--- src/rtl/irq10_pkg.sv ---
`timescale 1ns/1ps
package irq10_pkg;
  localparam int NSRC  = 10;
  localparam int NBASE = 6;
  localparam int NAUX  = NSRC - NBASE;
  localparam int NEXT  = 2;
  localparam int NPIN  = NEXT + NAUX;
  localparam int IDW   = $clog2(NSRC);
  localparam int VW    = 8;

  localparam logic [VW-1:0] VEC_LO_BASE = 8'h03;
  localparam logic [VW-1:0] VEC_HI_BASE = 8'h43;
  localparam logic [VW-1:0] VEC_STEP    = 8'h08;

  // aux inputs that flag on a rising edge; the others flag on a falling edge
  localparam logic [NAUX-1:0] AUX_RISE = 4'b0101;
  // idle level of every pin: ext inputs are active low, aux idle opposite to their edge
  localparam logic [NPIN-1:0] PIN_IDLE = {~AUX_RISE, {NEXT{1'b1}}};
  localparam logic [NPIN-1:0] PIN_RISE = {AUX_RISE, {NEXT{1'b0}}};

  function automatic logic [IDW-1:0] first_set(input logic [NSRC-1:0] v);
    logic [IDW-1:0] r;
    r = '0;
    for (int i = NSRC - 1; i >= 0; i--) begin
      if (v[i]) r = IDW'(i);
    end
    return r;
  endfunction

  function automatic logic [VW-1:0] vec_of(input logic [IDW-1:0] idx);
    if (idx < IDW'(NBASE)) return VEC_LO_BASE + VW'(idx) * VEC_STEP;
    return VEC_HI_BASE + VW'(idx - IDW'(NBASE)) * VEC_STEP;
  endfunction
endpackage

--- src/rtl/irq10_sync.sv ---
`timescale 1ns/1ps
module irq10_sync #(
  parameter int W = 6,
  parameter logic [W-1:0] IDLE = '1,
  parameter logic [W-1:0] RISE = '0
) (
  input  logic         clk,
  input  logic         rst_n,
  input  logic [W-1:0] pin,
  output logic [W-1:0] lvl,
  output logic [W-1:0] hit
);
  logic [W-1:0] s1, s2, s3;

  always_ff @(posedge clk or negedge rst_n) begin
    if (!rst_n) begin
      s1 <= IDLE;
      s2 <= IDLE;
      s3 <= IDLE;
    end else begin
      s1 <= pin;
      s2 <= s1;
      s3 <= s2;
    end
  end

  assign lvl = s2;

  for (genvar i = 0; i < W; i++) begin : g_edge
    if (RISE[i]) begin : g_rise
      assign hit[i] = s2[i] & ~s3[i];
    end else begin : g_fall
      assign hit[i] = ~s2[i] & s3[i];
    end
  end

  // an edge pulse lasts exactly one cycle
  p_hit_single_r10: assert property (@(posedge clk) disable iff (!rst_n)
    (|hit) |=> ((hit & $past(hit)) == '0));
endmodule

--- src/rtl/irq10_flags.sv ---
`timescale 1ns/1ps
module irq10_flags
  import irq10_pkg::*;
(
  input  logic            clk,
  input  logic            rst_n,
  input  logic [NEXT-1:0] ext_lvl,
  input  logic [NEXT-1:0] ext_hit,
  input  logic [NEXT-1:0] ext_edge,
  input  logic [NEXT-1:0] tmr_ovf,
  input  logic [NAUX-1:0] aux_hit,
  input  logic [NAUX-1:0] aux_clr,
  input  logic            ack,
  input  logic [IDW-1:0]  ack_idx,
  output logic [2*NEXT-1:0] base_req,
  output logic [NAUX-1:0] aux_flag
);
  logic [NEXT-1:0] ext_st;
  logic [NEXT-1:0] tmr_st;

  for (genvar j = 0; j < NEXT; j++) begin : g_pair
    localparam logic [IDW-1:0] EXT_IDX = IDW'(2 * j);
    localparam logic [IDW-1:0] TMR_IDX = IDW'(2 * j + 1);

    always_ff @(posedge clk or negedge rst_n) begin
      if (!rst_n) ext_st[j] <= 1'b0;
      else if (!ext_edge[j]) ext_st[j] <= 1'b0;
      else if (ext_hit[j]) ext_st[j] <= 1'b1;
      else if (ack && ack_idx == EXT_IDX) ext_st[j] <= 1'b0;
    end

    always_ff @(posedge clk or negedge rst_n) begin
      if (!rst_n) tmr_st[j] <= 1'b0;
      else if (tmr_ovf[j]) tmr_st[j] <= 1'b1;
      else if (ack && ack_idx == TMR_IDX) tmr_st[j] <= 1'b0;
    end

    assign base_req[2*j]   = ext_edge[j] ? ext_st[j] : ~ext_lvl[j];
    assign base_req[2*j+1] = tmr_st[j];

    // a falling edge in edge mode leaves a pending request
    p_ext_edge_set_r8: assert property (@(posedge clk) disable iff (!rst_n)
      (ext_edge[j] && ext_hit[j]) |=> (!ext_edge[j] || base_req[2*j]));
    // accepting a timer vector clears its flag
    p_tmr_autoclr_r9: assert property (@(posedge clk) disable iff (!rst_n)
      (ack && ack_idx == TMR_IDX && !tmr_ovf[j]) |=> !base_req[2*j+1]);
  end

  for (genvar k = 0; k < NAUX; k++) begin : g_aux
    always_ff @(posedge clk or negedge rst_n) begin
      if (!rst_n) aux_flag[k] <= 1'b0;
      else if (aux_hit[k]) aux_flag[k] <= 1'b1;
      else if (aux_clr[k]) aux_flag[k] <= 1'b0;
    end

    // without an edge or a clear strobe the flag holds
    p_aux_sticky_r7: assert property (@(posedge clk) disable iff (!rst_n)
      (!aux_hit[k] && !aux_clr[k]) |=> $stable(aux_flag[k]));
  end
endmodule

--- src/rtl/irq10_arb.sv ---
`timescale 1ns/1ps
module irq10_arb
  import irq10_pkg::*;
(
  input  logic            clk,
  input  logic            rst_n,
  input  logic [NSRC-1:0] pend,
  input  logic [NSRC-1:0] hi,
  input  logic            ready,
  input  logic            ret,
  output logic            valid,
  output logic [VW-1:0]   vec,
  output logic            vec_hi,
  output logic [1:0]      in_svc,
  output logic            ack,
  output logic [IDW-1:0]  ack_idx
);
  logic [NSRC-1:0] cand_hi, cand_lo;
  logic [IDW-1:0]  idx_hi, idx_lo;
  logic [1:0]      svc_nxt;

  assign cand_hi = pend &  hi & {NSRC{~in_svc[1]}};
  assign cand_lo = pend & ~hi & {NSRC{in_svc == 2'b00}};
  assign idx_hi  = first_set(cand_hi);
  assign idx_lo  = first_set(cand_lo);

  assign vec_hi  = |cand_hi;
  assign valid   = vec_hi | (|cand_lo);
  assign ack_idx = vec_hi ? idx_hi : idx_lo;
  assign vec     = vec_of(ack_idx);
  assign ack     = valid & ready;

  always_comb begin
    svc_nxt = in_svc;
    if (ret) begin
      if (svc_nxt[1]) svc_nxt[1] = 1'b0;
      else svc_nxt[0] = 1'b0;
    end
    if (ack) svc_nxt[vec_hi] = 1'b1;
  end

  always_ff @(posedge clk or negedge rst_n) begin
    if (!rst_n) in_svc <= 2'b00;
    else in_svc <= svc_nxt;
  end

  p_hi_busy_r4: assert property (@(posedge clk) disable iff (!rst_n)
    in_svc[1] |-> !valid);
  p_lo_busy_r4: assert property (@(posedge clk) disable iff (!rst_n)
    (in_svc[0] && valid) |-> vec_hi);
  p_ack_hi_r4: assert property (@(posedge clk) disable iff (!rst_n)
    (ack && vec_hi) |=> in_svc[1]);
  p_ack_lo_r4: assert property (@(posedge clk) disable iff (!rst_n)
    (ack && !vec_hi) |=> in_svc[0]);
  p_ret_top_r5: assert property (@(posedge clk) disable iff (!rst_n)
    (ret && !ack && in_svc == 2'b11) |=> (in_svc == 2'b01));
  p_ret_low_r5: assert property (@(posedge clk) disable iff (!rst_n)
    (ret && !ack && in_svc == 2'b01) |=> (in_svc == 2'b00));
endmodule

--- src/rtl/irq10_ctrl.sv ---
`timescale 1ns/1ps
module irq10_ctrl
  import irq10_pkg::*;
(
  input  logic            clk,
  input  logic            rst_n,
  input  logic [1:0]      ext_pin_n,
  input  logic [1:0]      ext_edge,
  input  logic [1:0]      tmr_ovf,
  input  logic            tmr2_flag,
  input  logic            ser_tx_flag,
  input  logic            ser_rx_flag,
  input  logic [3:0]      aux_pin,
  input  logic [3:0]      aux_clr,
  input  logic            glob_en,
  input  logic [5:0]      base_en,
  input  logic [5:0]      base_hi,
  input  logic [3:0]      aux_en,
  input  logic [3:0]      aux_hi,
  input  logic            vec_ready,
  input  logic            irq_return,
  output logic            vec_valid,
  output logic [7:0]      vec_addr,
  output logic            vec_hi,
  output logic [3:0]      base_flags,
  output logic [7:0]      aux_flags,
  output logic [1:0]      in_service
);
  logic [NEXT-1:0] ext_lvl;
  logic [NAUX-1:0] aux_lvl_unused;
  logic [NPIN-1:0] pin_hit;
  logic [NAUX-1:0] aux_flag;
  logic [3:0]      base_req;
  logic [NSRC-1:0] req, pend;
  logic            ack;
  logic [IDW-1:0]  ack_idx;

  irq10_sync #(.W(NPIN), .IDLE(PIN_IDLE), .RISE(PIN_RISE)) u_sync (
    .clk (clk),
    .rst_n (rst_n),
    .pin ({aux_pin, ext_pin_n}),
    .lvl ({aux_lvl_unused, ext_lvl}),
    .hit (pin_hit)
  );

  irq10_flags u_flags (
    .clk (clk),
    .rst_n (rst_n),
    .ext_lvl (ext_lvl),
    .ext_hit (pin_hit[NEXT-1:0]),
    .ext_edge (ext_edge),
    .tmr_ovf (tmr_ovf),
    .aux_hit (pin_hit[NPIN-1:NEXT]),
    .aux_clr (aux_clr),
    .ack (ack),
    .ack_idx (ack_idx),
    .base_req (base_req),
    .aux_flag (aux_flag)
  );

  assign req  = {aux_flag, tmr2_flag, ser_tx_flag | ser_rx_flag, base_req};
  assign pend = req & {aux_en, base_en} & {NSRC{glob_en}};

  irq10_arb u_arb (
    .clk (clk),
    .rst_n (rst_n),
    .pend (pend),
    .hi ({aux_hi, base_hi}),
    .ready (vec_ready),
    .ret (irq_return),
    .valid (vec_valid),
    .vec (vec_addr),
    .vec_hi (vec_hi),
    .in_svc (in_service),
    .ack (ack),
    .ack_idx (ack_idx)
  );

  assign base_flags = base_req;
  assign aux_flags  = {aux_flag, {(8 - NAUX){1'b0}}};

  // nothing is offered while the global enable is low
  p_gate_r6: assert property (@(posedge clk) disable iff (!rst_n)
    !glob_en |-> !vec_valid);
  // a ready without an offer leaves the nesting state alone
  p_idle_ready_r11: assert property (@(posedge clk) disable iff (!rst_n)
    (vec_ready && !vec_valid && !irq_return) |=> $stable(in_service));
endmodule

--- config.mk ---
export PLATFORM = sky130hd
export DESIGN_NAME = irq10_ctrl
export DESIGN_NICKNAME = d
export VERILOG_FILES = /design/src/rtl/irq10_pkg.sv /design/src/rtl/irq10_sync.sv /design/src/rtl/irq10_flags.sv /design/src/rtl/irq10_arb.sv /design/src/rtl/irq10_ctrl.sv
export SDC_FILE = /design/constraint.sdc
export NUM_CORES = 1
export LEC_CHECK = 0
export BUFFER_PORTS_ARGS = -buffer_cell sky130_fd_sc_hd__buf_2
export CAP_MARGIN = 0
export CORE_UTILIZATION = 48
export DETAILED_ROUTE_END_ITERATION = 16
export PLACE_DENSITY = 0.88
export SYNTH_ARGS = -nofsm -noshare
export SYNTH_HDL_FRONTEND = slang
export SYNTH_SLANG_ARGS = --single-unit
export TNS_END_PERCENT = 10
--- constraint.sdc ---
create_clock -name clk -period 3.1 [get_ports clk]
set_input_delay 0.155 -clock clk [delete_from_list [all_inputs] [get_ports clk]]
set_output_delay 0.155 -clock clk [all_outputs]
set_load 0.03 [all_outputs]
==> qor.csv <==
stage,metric,value,unit
worst_setup_path,worst path cell trace,or4b_1 -> a211o_1 -> and4b_1 -> nor3b_4 -> o21a_4 -> ha_4 -> inv_4 -> ha_4 -> nor2b_4 -> mux2_4 -> buf_6,
floorplanning,Ports,66,
clock_tree,clock network latency to the later pin of the worst-skew pair,0.32,ns
floorplanning,die area,3669,µm²
sta,Final period util,105.4,%
worst_setup_path,Worst Setup End Kind,output pin,
synthesis,ys async rst share,100.0,%
finish,Syn-to-layout area delta,42.25,%
detailed_routing,Vias/cell,5.353,
synthesis,"flops & latches, synth",28,
finish,multi-input logic area,925.9,µm²
worst_setup_path,crit path max-delay cell type,or4b_1,
synthesis,Compound-Gate Fraction of Synth Area,15.65,%
global_routing,GRT Overall Usage,22.30,%
synthesis,"Seq/Total Area, Yosys",43.47,%
global_routing,largest net degree at the start of global routing,29,
placement,cell count after placement,272,
finish,layout cells sized above 1,46.61,%
global_routing,initial antenna violation count,0,
detailed_routing,final wirelength,4095,µm
global_routing,global-route wire length before repair,6051,µm
worst_setup_path,CP max stage delay,0.50,ns
synthesis,Post-synth top cells,"inv_1 (18), dfrtp_1 (16), dfstp_2 (12)",
power_and_ir_drop,logic gate share of total power,42.9,%
power_and_ir_drop,Tot Pwr,1.154,mW
synthesis,Netlist cell types,48,
sta,Pins Over Slew Limit,0,
clock_tree,CTS max path bufs,2,
detailed_routing,per-cell routed wire length,13.88,µm
sta,Clock Skews,0.008959,ns
placement,Port Buf Inserts,58,
finish,Seq. cell area,718.2,µm²
floorplanning,DIE HEIGHT,60.57,µm
power_and_ir_drop,Pleak,1.101,nW
sta,fin worst setup slack,-0.1682,ns
synthesis,Synth Area per Inst,9.801,µm²
finish,number of fill cells,219,
outcome,outcome,"complete, but fails checks",
synthesis,Synth Area in Simple Gates,28.57,%
placement,GP Congestion,0.8505,
power_and_ir_drop,Int Power,748.3,µW
synthesis,XOR/XNOR share of the synthesized area,0.5319,%
sta,RSZ-0062 raised after global routing,yes,
finish,ANT cells,0,
worst_setup_path,CP dominant cell by count,ha_4,
clock_tree,Inserted Clock Buffers,3,
finish,post-layout net count,296,
job,MaxCap Viol Count,0,
sta,worst-margin pin slew,0.5866,ns
worst_setup_path,CP max FO,4,
detailed_routing,DRT Pass-1 Iters,4,
clock_tree,H-tree depth,1,
sta,# setup viols final,2,
finish,final core occ,74.29,%
power_and_ir_drop,power per cell area,492.8,nW/µm²
floorplanning,Chip Width,60.57,µm
power_and_ir_drop,Clock power frac,20.2,%
floorplanning,total core area,3153,µm²
worst_setup_path,Critical Path RT,2.94,ns
detailed_routing,DRC errors left,0,
floorplanning,initial cell density of the core,52.22,%
power_and_ir_drop,peak supply drop,0.0003514,V
synthesis,most common cell in the synthesized netlist,inv_1,
sta,Final min period,3.268,ns
min_path,Min-Delay Path Class,input pin to register,
synthesis,main flop type after synthesis,dfrtp_1,
sta,Slew headroom,60.59,%
sta,Hold Fails Final Rpt,0,
global_routing,number of global-route vias before repair,1431,
global_routing,GRT Residual Overflow,0,
synthesis,synth top area cells,"dfrtp_1 (24%), dfstp_2 (19%), inv_1 (4.1%)",
detailed_routing,vias,1579,
synthesis,Mapped Cells,168,
clock_tree,CTS sink count,28,
synthesis,post-synthesis mux area share,1.368,%
synthesis,largest family of logic cells by synthesized area,simple AND/OR/NAND/NOR gates,
finish,final std cells w/o fill,295,
floorplanning,Rows,20,
synthesis,post-synth top area cell,dfrtp_1,
worst_setup_path,Setup CP Type,register to output pin,
worst_setup_path,CP startpoint kind,register,
detailed_routing,Detail Route Antenna Nets,0,
sta,fmax,306.0,MHz
power_and_ir_drop,P_sw,405.9,µW
synthesis,number of synthesized flops with an enable pin,0,
worst_setup_path,"CP delay by family, top",simple AND/OR/NAND/NOR gates,
synthesis,Synth Area in Adders,1.520,%
detailed_routing,DRT iter0 DRCs,42,
placement,HPWL after detailed placement,2943,µm
clock_tree,clock-pin slew on the worst setup and hold paths,0.14,ns
worst_setup_path,CP arrival,3.11,ns
power_and_ir_drop,switching portion of total power,35.17,%
clock_tree,CTS tree,built,
outcome,failing checks,setup timing,
worst_setup_path,Buf/Inv on CP,2,
synthesis,"Cell Area, Synth",1647,µm²
placement,pre-CTS WS,0.02430,ns
synthesis,Yosys top cell area share,24.32,%
clock_tree,Root Driver,clkbuf_4,
synthesis,Synthesis Warnings,0,
power_and_ir_drop,Flop pwr share,36.9,%
==> kinds of logic after synthesis <==
group	after synthesis
AOI/OAI and AO/OA	38
xor gates and xnor gates	1
adders and majority gates	2
buffers and inverters	27
DFF	28
muxes	2
other	2
and+or+nand+nor	68
==> power groups by stage <==
stage	sequential, mW	clock, mW	combinational, mW
final	0.426	0.233	0.495
after floorplan	0.457	0	0.261
after CTS	0.426	0.236	0.457
after detailed placement	0.431	0	0.402
after global routing	0.430	0.249	0.533
after global placement	0.428	0	0.396
==> through the flow <==
stage               area [µm²]  TNS [ns]  hold WS (ns)
global placement          2008         0        0.1839
detailed placement        2008         0        0.1859
floorplan                 1689         0       -0.1406
global route              2342   -0.4831       0.06078
finish                    2342   -0.2374       0.06046
CTS                       2270   -0.1827       0.05814
==> timing repair <==
action	4_1_cts	5_1_grt
hold buffers	11	0
endpoints found under the setup margin	3	4
resized for setup	16	12
endpoints found under the hold margin	26	0
setup buffers	4	4
pin swaps	5	6
==> flip-flops by register name, indices dropped and copies added (netlist names) <==
name	flops
u_sync.lvl	6
u_sync.s1	6
u_sync.s3	6
u_flags.aux_flag	4
u_arb.in_svc	2
u_flags.base_req	2
u_flags.ext_st	2
==> layout by cell type (no fill, tap or decap), types with 5 or more instances in the layout <==
cell and instances:
nor2_1 7, buf_2 55, nor2b_1 6, nand2_1 11, dlygate4sd3_1 11, inv_1 17
nor3_1 5, conb_1 7, o21ai_0 8, a21oi_1 7, dfrtp_1 14, buf_4 15
dfstp_2 12
==> per-layer routing <==
layer | track usage, % | share of wire (%)
met2 | 41.29 | 52
met5 | 0 | 0
met4 | 5.519 | 1.4
met3 | 1.706 | 5.0
met1 | 28.25 | 42
==> area by class of cell <==
cell class	instances	area share, %
Inverter	18	2.991
Clock inverter	1	1.282
Timing Repair Buffer	83	22.22
Clock buffer	3	0.9615
Multi-Input combinational cell	118	39.53
Tap cell	44	2.350
Sequential cell	28	30.66
==> worst register-to-register path, cell delays in order, from the launching register on <==
cell	delay, ns
dfrtp_2	0.45
or4b_1	0.50
a211o_1	0.31
and4b_1	0.23
buf_4	0.14
buf_4	0.13
nand3_1	0.11
o21ai_1	0.18
nor4_4	0.36
a21oi_1	0.12
==> final timing paths <==
check	start	end	slack (ns)	depth (start not counted)
max	u_arb.in_svc[1]	vec_addr[7]	-0.17	11
min	tmr_ovf[1]	u_flags.base_req[3]	0.06	3
max reg2reg	u_arb.in_svc[1]	u_flags.ext_st[0]	0.44	9
min reg2reg	u_sync.s1[1]	u_sync.lvl[1]	0.37	0
max in group asynchronous	rst_n	u_arb.in_svc[0]	2.35	2
min in group asynchronous	rst_n	u_sync.s1[4]	0.33	2
No activity file was read; power rests on OpenSTA's default activity.
